**src/rtl/bscan_pkg.sv**
```systemverilog
package bscan_pkg;

   typedef enum logic [1:0] {
      BS_MODE_NORMAL = 2'b00,
      BS_MODE_SAMPLE = 2'b01,
      BS_MODE_EXTEST = 2'b10,
      BS_MODE_RSVD   = 2'b11
   } bs_mode_e;

   localparam int unsigned BS_CELLS_PER_PIN = 3;
   localparam int unsigned BS_SLOT_IN       = 0;
   localparam int unsigned BS_SLOT_OUT      = 1;
   localparam int unsigned BS_SLOT_OE       = 2;

   // update-flop reset level of an enable cell: 0 = pin released
   localparam logic BS_OE_RELEASED = 1'b0;

endpackage

```
**src/rtl/bscan_cell.sv**
```systemverilog
module bscan_cell #(
   parameter logic UPD_RESET = 1'b0
) (
   input  logic tck,
   input  logic trst_n,
   input  logic capture_en,
   input  logic shift_en,
   input  logic update_en,
   input  logic par_in,
   input  logic ser_in,
   output logic cap_q,
   output logic upd_q
);

   // capture / shift stage, rising edge
   always_ff @(posedge tck or negedge trst_n) begin
      if (!trst_n)         cap_q <= 1'b0;
      else if (capture_en) cap_q <= par_in;
      else if (shift_en)   cap_q <= ser_in;
   end

   // update stage, falling edge so pins settle away from shifting
   always_ff @(negedge tck or negedge trst_n) begin
      if (!trst_n)         upd_q <= UPD_RESET;
      else if (update_en)  upd_q <= cap_q;
   end

endmodule

```
**src/rtl/bscan_pin.sv**
```systemverilog
module bscan_pin
   import bscan_pkg::*;
#(
   parameter bit ENABLE_DEV_OE = 1'b1
) (
   input  logic       tck,
   input  logic       trst_n,
   input  logic       capture_en,
   input  logic       shift_en,
   input  logic       update_en,
   input  logic       extest,
   input  logic       dev_oe,
   input  logic       ser_in,
   input  logic       core_out,
   input  logic       core_oe,
   input  logic       pad_in,
   output logic       ser_out,
   output logic [BS_CELLS_PER_PIN-1:0] cap_vec,
   output logic       pad_out,
   output logic       pad_oe,
   output logic       core_in
);

   localparam int unsigned NC = BS_CELLS_PER_PIN;

   logic [NC-1:0] par;
   logic [NC-1:0] upd;
   logic [NC:0]   link;
   logic          oe_func;

   always_comb begin
      par             = '0;
      par[BS_SLOT_IN]  = pad_in;
      par[BS_SLOT_OUT] = core_out;
      par[BS_SLOT_OE]  = core_oe;
   end

   assign link[0] = ser_in;

   for (genvar s = 0; s < NC; s++) begin : g_cell
      localparam logic RV = (s == BS_SLOT_OE) ? BS_OE_RELEASED : 1'b0;
      bscan_cell #(.UPD_RESET(RV)) i_cell (
         .tck        (tck),
         .trst_n     (trst_n),
         .capture_en (capture_en),
         .shift_en   (shift_en),
         .update_en  (update_en),
         .par_in     (par[s]),
         .ser_in     (link[s]),
         .cap_q      (link[s+1]),
         .upd_q      (upd[s])
      );
   end

   assign cap_vec = link[NC:1];
   assign ser_out = link[NC];

   if (ENABLE_DEV_OE) begin : g_devoe
      assign oe_func = core_oe & dev_oe;
   end else begin : g_no_devoe
      assign oe_func = core_oe;
   end

   assign pad_out = extest ? upd[BS_SLOT_OUT] : core_out;
   assign pad_oe  = extest ? upd[BS_SLOT_OE]  : oe_func;
   assign core_in = pad_in;

   // the input-cell update flop is loaded but never drives anything
   logic unused_in_upd;
   assign unused_in_upd = upd[BS_SLOT_IN];

endmodule

```
**src/rtl/bscan_tdo_stage.sv**
```systemverilog
module bscan_tdo_stage (
   input  logic tck,
   input  logic trst_n,
   input  logic chain_last,
   output logic tdo
);

   always_ff @(negedge tck or negedge trst_n) begin
      if (!trst_n) tdo <= 1'b0;
      else         tdo <= chain_last;
   end

endmodule

```
**src/rtl/bscan_register.sv**
```systemverilog
module bscan_register
   import bscan_pkg::*;
#(
   parameter int unsigned NUM_PINS      = 8,
   parameter bit          ENABLE_DEV_OE = 1'b1
) (
   input  logic                tck,
   input  logic                trst_n,
   input  logic [1:0]          mode,
   input  logic                capture_dr,
   input  logic                shift_dr,
   input  logic                update_dr,
   input  logic                tdi,
   input  logic                dev_oe,
   input  logic [NUM_PINS-1:0] core_out,
   input  logic [NUM_PINS-1:0] core_oe,
   input  logic [NUM_PINS-1:0] pad_in,
   output logic [NUM_PINS-1:0] pad_out,
   output logic [NUM_PINS-1:0] pad_oe,
   output logic [NUM_PINS-1:0] core_in,
   output logic                tdo
);

   localparam int unsigned NC        = BS_CELLS_PER_PIN;
   localparam int unsigned CHAIN_LEN = NUM_PINS * NC;

   if (NUM_PINS < 1 || NUM_PINS > 1024) begin : g_bad_pins
      $error("bscan_register: NUM_PINS must be in 1..1024");
   end

   logic                 extest;
   logic [NUM_PINS:0]    link;
   logic [CHAIN_LEN-1:0] cap_chain;

   assign extest  = (mode == BS_MODE_EXTEST);
   assign link[0] = tdi;

   for (genvar p = 0; p < NUM_PINS; p++) begin : g_pin
      bscan_pin #(.ENABLE_DEV_OE(ENABLE_DEV_OE)) i_pin (
         .tck        (tck),
         .trst_n     (trst_n),
         .capture_en (capture_dr),
         .shift_en   (shift_dr),
         .update_en  (update_dr),
         .extest     (extest),
         .dev_oe     (dev_oe),
         .ser_in     (link[p]),
         .core_out   (core_out[p]),
         .core_oe    (core_oe[p]),
         .pad_in     (pad_in[p]),
         .ser_out    (link[p+1]),
         .cap_vec    (cap_chain[p*NC +: NC]),
         .pad_out    (pad_out[p]),
         .pad_oe     (pad_oe[p]),
         .core_in    (core_in[p])
      );
   end

   bscan_tdo_stage i_tdo (
      .tck        (tck),
      .trst_n     (trst_n),
      .chain_last (link[NUM_PINS]),
      .tdo        (tdo)
   );

endmodule

```
**config.mk**
```make
export PLATFORM = sky130hd
export DESIGN_NAME = bscan_register
export DESIGN_NICKNAME = d
export VERILOG_FILES = /design/src/rtl/bscan_pkg.sv /design/src/rtl/bscan_cell.sv /design/src/rtl/bscan_pin.sv /design/src/rtl/bscan_tdo_stage.sv /design/src/rtl/bscan_register.sv
export SDC_FILE = /design/constraint.sdc
export NUM_CORES = 1
export LEC_CHECK = 0
export BUFFER_PORTS_ARGS = -buffer_cell sky130_fd_sc_hd__buf_2
export CAP_MARGIN = 20
export CORE_ASPECT_RATIO = 0.75
export CORE_MARGIN = 4
export CORE_UTILIZATION = 52
export CTS_CLUSTER_DIAMETER = 120
export CTS_CLUSTER_SIZE = 16
export DETAILED_ROUTE_END_ITERATION = 16
export PLACE_DENSITY = 0.84
export SLEW_MARGIN = 20
export SYNTH_ARGS = -nofsm -noshare
export SYNTH_HDL_FRONTEND = slang
export SYNTH_SLANG_ARGS = --single-unit
```
**constraint.sdc**
```tcl
create_clock -name tck -period 1.35 [get_ports tck]
set_input_delay 0.2025 -clock tck [delete_from_list [all_inputs] [get_ports tck]]
set_output_delay 0.2025 -clock tck [all_outputs]
set_load 0.01 [all_outputs]
```
# Word-level counts from Yosys, hierarchy flattened

Cells that the tools add are included.

Bitwise gates (word level): 8
Div/mod/pow operators: 0
Magnitude comparators: 0
Equal/unequal tests: 1
Multiplexer cells: 64
Add/subtract/negate cells: 0
Multiply operators: 0
Reductions and logical operators: 1
Shift operators: 0

Operator list:

| cell                                       | number |
|---|---|
| 1-bit two-way mux                          | 64 |
| 1-bit AND                                  | 8 |
| 2-bit equality test, second input constant | 1 |
| 2-bit nonzero test                         | 1 |

Memories kept: 0
Output and inout port bits: 25
RAM bits: 0
Memory bits (read-only): 0
Register bits after elaboration: 41
Bits of input ports: 33
Logic and storage cells: 115
Bits in latches: 0

# Longest topological paths before layout

Gate-level depths: netlist of run 1.

Word-level depth: 2
Gate-level depth with buffers: 5
Gate-level depth less buffers: 2

# Cells and area by module

A second synthesis of run 1 with hierarchy kept.

Cell total of the unflattened synthesis: 194
Area total of the unflattened synthesis: 2391.0 um^2

By module, submodules not included:

| module          | cells each | times used | seq. area each (um^2) | area an instance (um^2) |
|---|---|---|---|---|
| bscan_cell      | 6          | 24         | 50.0                  | 83.8 |
| bscan_pin       | 6          | 8          | 0.0                   | 42.5 |
| bscan_tdo_stage | 1          | 1          | 25.0                  | 25.0 |
| bscan_register  | 1          | 1          | 0.0                   | 13.8 |

==> results of run 1 <==
## cell usage in the layout, fill, tap and decap left out
cell type,n
nand2_1,32
o21ai_0,24
buf_2,49
dfrtn_1,17
nand2b_4,1
clkinv_2,1
dfrtp_1,24
mux2_2,4
dlygate4sd3_1,1
buf_6,9
o21ai_1,5
nand3b_1,8
buf_4,46
clkbuf_1,1
buf_12,5
nor2b_4,1
mux2_4,20
o21ai_2,3
clkbuf_8,5
mux2i_1,24
## repair_timing
action | CTS | global route
setup endpoints to repair | 33 | 34
setup buffers | 10 | 12
cloned | 0 | 0
gates resized for setup | 13 | 6
hold buffers | 1 | 0
hold endpoints to repair | 24 | 0
## layout make-up
| type | instances | share of cell area, % |
|---|---|---|
| sequential | 41 | 34.9 |
| clock buffer | 6 | 2.47 |
| multi-input combinational | 122 | 32.8 |
| clock inverter | 1 | 0.170 |
| tap | 55 | 2.34 |
| timing repair buffer | 110 | 27.3 |
## path summary, 6_finish.rpt
check,end,slack (ps),cells past startpoint
max,pad_oe[6],-630,3
min,g_pin[0].i_pin.g_cell[0].i_cell.cap_q,130,3
max reg2reg,g_pin[7].i_pin.g_cell[2].i_cell.upd_q,-140,1
min reg2reg,g_pin[3].i_pin.g_cell[1].i_cell.upd_q,470,1
max in group asynchronous,g_pin[3].i_pin.g_cell[1].i_cell.upd_q,150,3
min in group asynchronous,g_pin[7].i_pin.g_cell[2].i_cell.cap_q,410,3
## state kept, by name (all words and copies together), names as in the netlist
register,count
i_tdo.tdo,1
g_pin.i_pin.g_cell.i_cell.cap_q,24
g_pin.i_pin.g_cell.i_cell.upd_q,16
## cells by family after synthesis
group,after synthesis
buffers and inverters,37
flip-flops,41
multiplexers,48
AND/OR/NAND/NOR,42
AO/OA/AOI/OAI,32
## routing by layer
| metal | routed length, um | vias up | global-route usage (%) | part of all wire, % |
|---|---|---|---|---|
| met2 | 2510 | 57 | 32.6 | 48 |
| met5 | 0 | - | 0 | 0 |
| met3 | 353 | 10 | 5.80 | 6.8 |
| met4 | 87 | 0 | 7.35 | 1.7 |
| met1 | 2280 | 836 | 25.1 | 44 |
| li1 | - | 816 | - | - |
## Yosys cell counts (all sizes together)
library cell / count
buf: 34
nand2: 32
o21ai: 32
dfrtp: 24
mux2: 24
mux2i: 24
dfrtn: 17
nand3b: 8
clkbuf: 3
nand2b: 1
nor2b: 1
## through the flow
step                instance area [um^2]  cells  util (%)  TNS (ps)
finish                              2940    335      72.5    -11080
global route                        2940    335      72.5    -12160
global placement                    2590    305      64.0     -8170
CTS                                 2830    323      69.7    -11030
floorplan                           2270    200         -     -5950
detailed placement                  2590    305      64.0     -8440
## power by group
part           leakage [nW]  switching [mW]  internal, mW
registers             0.499          0.0897          1.39
clock network        0.0410           0.393         0.351
logic                 0.998           0.350         0.551
## worst max-delay path, cell delays in order, from the launching register on
cell and delay [ps]:
dfrtn_1 430, nand3b_1 120, o21ai_2 100, buf_2 150
==> run metrics, run 1 <==
pre-CTS WS -325 ps; HP Class in2reg; hold_sp pad_in[0]; area share of the largest cell type after synthesis 27.5%; largest family of logic cells by synthesized area multiplexers; TritonCTS clock tree done; register area 1030 um^2; Post-Route WL 5.23 mm; Worst EP arrival 1770 ps; simple-gate share of the synthesized area 9.52%; die area 5310 um^2; Setup crit start kind register; Fin Hold WS 129 ps; largest net degree at the start of global routing 42; Layout area overhead 34.7%; worst setup margin -627 ps; Final HPWL DP 3.44 mm; number of H-tree levels 2; maximum vdd ir drop 643 uV; outcome finished with violations; IO Count 58; CTS Root Cell clkbuf_8; gr usage total 19.9%; Mapped Area 2180 um^2; CP Launch Point g_pin[6].i_pin.g_cell[2].i_cell.upd_q; routed vias 1719; Post-Synth XOR/XNOR Area 0%; routed len/inst 15.6 um; Port Buffers 57; clk sinks 41; TritonRoute pass-1 iters 4; Post-Syn Nets 233; Crit Path Class reg2out; clk_lat worst skew 290 ps; Core ar. 4050 um^2; max_cap viols 0; first-pass GRT wire length 8.27 mm; placer congestion estimate 0.840; Fin. Hold Viols 0; Slew Viols, Final 0; # setup viols final 33; Multi-input gate area 965 um^2; Antenna Nets Post-Route 0; starting density of the core 53.8%; nets@finish 313; Site Rows 20; cells after synthesis 200; fillers 287; Worst EP required 1150 ps; RSZ-0062 raised after global routing yes; Yosys cell types 15; dominant cell type by area after synthesis dfrtp_1; drt drc 0; detail-routed via count per cell 5.13; crit path capture type output pin; adder-cell share of the synthesized area 0%; Leak Pwr 1.54 nW; worst slew pin tran 333 ps; top cells by area, synth dfrtp_1, dfrtn_1, mux2_2; vias in the first global route 1712; power per cell area 1060 nW/um^2; ant diodes 0; CP Max Fanout 2; total grt overflow 0; Slew HR 77.8%; post-synthesis mux area share 23.7%; CTS max path bufs 2; failing checks setup timing; TritonCTS buffer count 5; Die Span Y 64.1 um; Yosys reg bits 41; Compound-Gate Fraction of Synth Area 7.34%; chip width 82.8 um; skew final 8.31 ps; Seq/Total Area, Yosys 47.0%; clk slew on worst S/H paths 70 ps; total power 3.12 mW; Initial DRC Count 74; worst reg2reg startpoint g_pin[7].i_pin.g_cell[2].i_cell.cap_q; Yosys warning total 0; initial antenna violation count 0; share of cells above drive strength 1 51.4%; syn avg cell area 10.9 um^2
(Power assumes the default switching activity.)
==> run 2, diff against run 1 <==
Settings changed: CORE_ASPECT_RATIO 0.75 to 0.9.
==> run metrics, run 2 (synthesis results as in run 1) <==
CTS max path bufs 2 (unchanged); share of cells above drive strength 1 52.2% (was 51.4%); CP Launch Point g_pin[0].i_pin.g_cell[1].i_cell.upd_q (was g_pin[6].i_pin.g_cell[2].i_cell.upd_q); gr usage total 20.4% (was 19.9%); Biggest register g_pin.i_pin.g_cell.i_cell.cap_q (unchanged); pre-CTS WS -319 ps (was -325 ps); internal power 2.40 mW (was 2.29 mW); outcome finished with violations (unchanged); Post-Route WL 5.30 mm (was 5.23 mm); hold_sp pad_in[5] (was pad_in[0]); clk_lat worst skew 300 ps (was 290 ps); Die Span Y 69.5 um (was 64.1 um); largest net degree at the start of global routing 49 (was 42); Layout area overhead 37.9% (was 34.7%); drt drc 0 (unchanged); sequential fraction of design power 45.2% (was 47.3%); TritonCTS buffer count 5 (unchanged); clk slew on worst S/H paths 70 ps (about the same); most frequent cells in the layout buf_4, buf_2, nand2_1 (was buf_2, buf_4, nand2_1); NetSw 857 uW (was 833 uW); initial antenna violation count 0 (unchanged); IO Count 58 (unchanged); Worst EP required 1150 ps (about the same); final core occ 73.9% (was 72.5%); wire length on met1 2.29 mm (was 2.28 mm); Antenna Nets Post-Route 0 (unchanged); Core ar. 4070 um^2 (was 4050 um^2); HP Class in2reg (unchanged); Site Rows 22 (was 20); Routed met2 length 2.65 mm (was 2.51 mm); clk sinks 41 (unchanged); total grt overflow 0 (unchanged); combinational share of power 29.4% (was 28.8%); skew final 6.84 ps (was 8.31 ps); Final HPWL DP 3.33 mm (was 3.44 mm); Setup crit start kind register (unchanged); RSZ-0062 raised after global routing yes (unchanged); commonest non-fill, non-tap cell in the layout buf_4 (was buf_2); Highest Signal Layer met4 (unchanged); chip width 76.3 um (was 82.8 um); nets@finish 323 (was 313); Non-Filler Instances 339 (was 335); met3 wire len 315 um (was 353 um); starting density of the core 53.6% (was 53.8%); Slew Viols, Final 0 (unchanged); routed vias 1781 (was 1719); Port Buffers 57 (unchanged); crit path capture type output pin (unchanged); DP Cell Count 298 (was 305); routed len/inst 15.6 um (about the same); vias in the first global route 1756 (was 1712); placer congestion estimate 0.766 (was 0.840); Crit Path Class reg2out (unchanged); CTS Root Cell clkbuf_8 (unchanged); maximum vdd ir drop 629 uV (was 643 uV); failing checks setup timing (unchanged); # setup viols final 33 (unchanged); CP Max Fanout 2 (unchanged); Initial DRC Count 80 (was 74); Fin. Hold Viols 0 (unchanged); sw frac 26.3% (was 26.7%); power per cell area 1080 nW/um^2 (was 1060 nW/um^2); biggest registers after layout g_pin.i_pin.g_cell.i_cell.cap_q (24), g_pin.i_pin.g_cell.i_cell.upd_q (16), i_tdo.tdo (1) (unchanged); number of H-tree levels 2 (unchanged); worst setup margin -583 ps (was -627 ps); ant diodes 0 (unchanged); fillers 288 (was 287); detail-routed via count per cell 5.25 (was 5.13); Fin Hold WS 121 ps (was 129 ps); worst slew pin tran 232 ps (was 333 ps); max FFs per register 24 (unchanged); Leak Pwr 1.60 nW (was 1.54 nW); TritonCTS clock tree done (unchanged); worst reg2reg startpoint g_pin[7].i_pin.g_cell[2].i_cell.cap_q (unchanged); TritonRoute pass-1 iters 4 (unchanged); die area 5300 um^2 (was 5310 um^2); max_cap viols 0 (unchanged); first-pass GRT wire length 8.47 mm (was 8.27 mm); Worst EP arrival 1730 ps (was 1770 ps); Slew HR 84.5% (was 77.8%); clock power share 25.4% (was 23.9%)
[run 2: through the flow]
step	total power, mW	instance area, um^2	TNS (ps)
global placement	2.16	2570	-8100
detailed placement	2.19	2570	-8490
global route	3.45	3010	-12290
finish	3.25	3010	-11040
floorplan	1.94	2270	-5950
CTS	3.17	2870	-11070
[run 2: timing repair]
item | 4_1_cts | 5_1_grt
hold buffers | 1 | 0
resized for setup | 11 | 9
setup buffers | 18 | 14
hold endpoints to repair | 24 | 0
setup endpoints to repair | 33 | 34
pin swaps | 0 | 0
[run 2: power groups by stage]
stage	logic, mW	clock network [mW]	registers [mW]
3_3_place_gp	0.673	0	1.48
4_1_cts	0.847	0.856	1.46
5_1_grt	1.04	0.932	1.49
2_1_floorplan	0.467	0	1.47
6_report	0.956	0.827	1.47
3_5_place_dp	0.697	0	1.49
[run 2: per-layer routing]
metal,vias to the layer above,GRT usage [%]
met5,-,0
met4,0,4.83
met3,7,6.23
met2,58,35.0
met1,875,25.1
li1,841,-
[run 2: worst max-delay path, cell delays in order (launching register included)]
cell and delay (ps):
dfrtn_1 360, mux2_4 280, buf_6 120
[run 2: path summary, 6_finish.rpt]
path	slack [ps]	depth (start not counted)	end
worst max-delay path	-580	2	pad_out[0]
worst min-delay path	120	3	g_pin[5].i_pin.g_cell[0].i_cell.cap_q
worst max register to register	-140	1	g_pin[7].i_pin.g_cell[2].i_cell.upd_q
worst min register to register	470	1	g_pin[3].i_pin.g_cell[2].i_cell.upd_q
max in group asynchronous	150	3	g_pin[7].i_pin.g_cell[2].i_cell.upd_q
min in group asynchronous	410	3	g_pin[7].i_pin.g_cell[1].i_cell.cap_q
[run 2: layout make-up]
type                    count  area [um^2]  area share (%)
multi-input cells         122          968            32.2
well taps                  48         60.1            2.00
clock buffers               8         90.1            2.99
repair buffers            120          865            28.7
flip-flops and latches     41         1030            34.1
==> run 3, diff against run 2 <==
Settings changed: CORE_UTILIZATION 52 to 50, PLACE_DENSITY 0.84 to 0.74, SLEW_MARGIN 20 to default.
==> run metrics, run 3 (synthesis results as in run 1) <==
commonest non-fill, non-tap cell in the layout buf_2 (was buf_4); RSZ-0062 raised after global routing yes (unchanged); Slew Viols, Final 0 (unchanged); Slowest-stage cell, CP dfrtn_1 (unchanged); CP Max Fanout 2 (unchanged); Layout area overhead 34.3% (was 37.9%); worst slew pin tran 248 ps (was 232 ps); Core ar. 4160 um^2 (was 4070 um^2); crit-path cells nand3b_1 > o21ai_1 > buf_2 (was mux2_4 > buf_6); clk sinks 41 (unchanged); Die Span Y 70.7 um (was 69.5 um); skew final 6.98 ps (was 6.84 ps); Buf/Inv on CP 1 (unchanged); max_cap viols 0 (unchanged); Top Family by Delay on Critical Path flip-flops (unchanged); nets@finish 311 (was 323); TritonCTS clock tree done (unchanged); Setup crit start kind register (unchanged); TritonCTS buffer count 5 (unchanged); share of cells above drive strength 1 50.9% (was 52.2%); biggest registers after layout g_pin.i_pin.g_cell.i_cell.cap_q (24), g_pin.i_pin.g_cell.i_cell.upd_q (16), i_tdo.tdo (1) (unchanged); Final HPWL DP 3.19 mm (was 3.33 mm); placer congestion estimate 0.727 (was 0.766); TritonRoute pass-1 iters 4 (unchanged); Biggest register g_pin.i_pin.g_cell.i_cell.cap_q (unchanged); worst setup margin -585 ps (was -583 ps); maximum vdd ir drop 819 uV (was 629 uV); outcome finished with violations (unchanged); initial antenna violation count 0 (unchanged); chip width 77.6 um (was 76.3 um); HP Class in2reg (unchanged); CTS max path bufs 2 (unchanged); Antenna Nets Post-Route 0 (unchanged); drt drc 0 (unchanged); gr usage total 18.2% (was 20.4%); power per cell area 1100 nW/um^2 (was 1080 nW/um^2); Worst EP arrival 1730 ps (about the same); slowest stage delay, CP 420 ps (was 360 ps); Leak Pwr 1.53 nW (was 1.60 nW); Initial DRC Count 82 (was 80); starting density of the core 52.5% (was 53.6%); detail-routed via count per cell 4.91 (was 5.25); vias in the first global route 1641 (was 1756); crit path capture type output pin (unchanged); Slew HR 83.4% (was 84.5%); most frequent cells in the layout buf_2, buf_4, nand2_1 (was buf_4, buf_2, nand2_1); post-route cell area 2930 um^2 (was 3010 um^2); first-pass GRT wire length 7.83 mm (was 8.47 mm); ant diodes 0 (unchanged); largest net degree at the start of global routing 49 (unchanged); clk slew on worst S/H paths 80 ps (was 70 ps); Fin Hold WS 123 ps (was 121 ps); die area 5490 um^2 (was 5300 um^2); clk_lat worst skew 300 ps (about the same); Non-Filler Instances 339 (unchanged); Crit Path Class reg2out (unchanged); Site Rows 22 (unchanged); Post-Route WL 4.89 mm (was 5.30 mm); IO Count 58 (unchanged); Fin. Hold Viols 0 (unchanged); routed vias 1663 (was 1781); total grt overflow 0 (unchanged); Port Buffers 57 (unchanged); DP Cell Count 310 (was 298); routed len/inst 14.4 um (was 15.6 um); Area after DPL 2590 um^2 (was 2570 um^2); CTS Root Cell clkbuf_8 (unchanged); failing checks setup timing (unchanged); max FFs per register 24 (unchanged); final core occ 70.5% (was 73.9%); # setup viols final 33 (unchanged); Worst EP required 1150 ps (about the same); number of H-tree levels 2 (unchanged)
[run 3: timing repair]
action | CTS | global route
resized for setup | 12 | 4
setup endpoints to repair | 33 | 34
hold endpoints to repair | 24 | 0
setup buffers | 11 | 9
hold buffers | 1 | 0
[run 3: power by group]
| part | leakage, nW | total, mW | switching (mW) | internal [mW] |
|---|---|---|---|---|
| logic | 0.976 | 0.860 | 0.330 | 0.530 |
| registers | 0.499 | 1.47 | 0.0819 | 1.39 |
| clock network | 0.0542 | 0.882 | 0.420 | 0.462 |
[run 3: area by class of cell]
| type | instances | area [um^2] |
|---|---|---|
| Clock buffer | 7 | 96.3 |
| Clock inverter | 1 | 5.00 |
| Fill cell | 316 | 1230 |
| Multi-Input combinational cell | 122 | 953 |
| Sequential cell | 41 | 1030 |
| Tap cell | 60 | 75.1 |
| Timing Repair Buffer | 108 | 774 |
[run 3: worst paths after layout]
path	slack (ps)	cells past startpoint	endpoint	startpoint
max in group asynchronous	160	3	g_pin[6].i_pin.g_cell[1].i_cell.upd_q	trst_n
worst min register to register	470	1	g_pin[4].i_pin.g_cell[1].i_cell.upd_q	g_pin[4].i_pin.g_cell[1].i_cell.upd_q
worst min-delay path	120	3	g_pin[7].i_pin.g_cell[0].i_cell.cap_q	pad_in[7]
worst max register to register	-130	1	g_pin[7].i_pin.g_cell[2].i_cell.upd_q	g_pin[7].i_pin.g_cell[2].i_cell.cap_q
min in group asynchronous	390	3	g_pin[7].i_pin.g_cell[0].i_cell.cap_q	trst_n
worst max-delay path	-580	3	pad_oe[2]	g_pin[2].i_pin.g_cell[2].i_cell.upd_q
[run 3: layer usage]
metal | GRT usage (%) | wire length [um] | vias up
met2 | 29.0 | 2360 | 46
li1 | - | - | 814
met1 | 24.9 | 2230 | 796
met5 | 0 | 0 | -
met4 | 4.15 | 42 | 0
met3 | 4.71 | 266 | 7
[run 3: through the flow]
step                power, mW  worst slack [ps]  setup TNS (ps)
CTS                      3.17              -605          -11070
global placement         2.16              -301           -8180
finish                   3.21              -585          -10960
global route             3.37              -626          -11960
detailed placement       2.18              -321           -8560
floorplan                1.94              -228           -5950
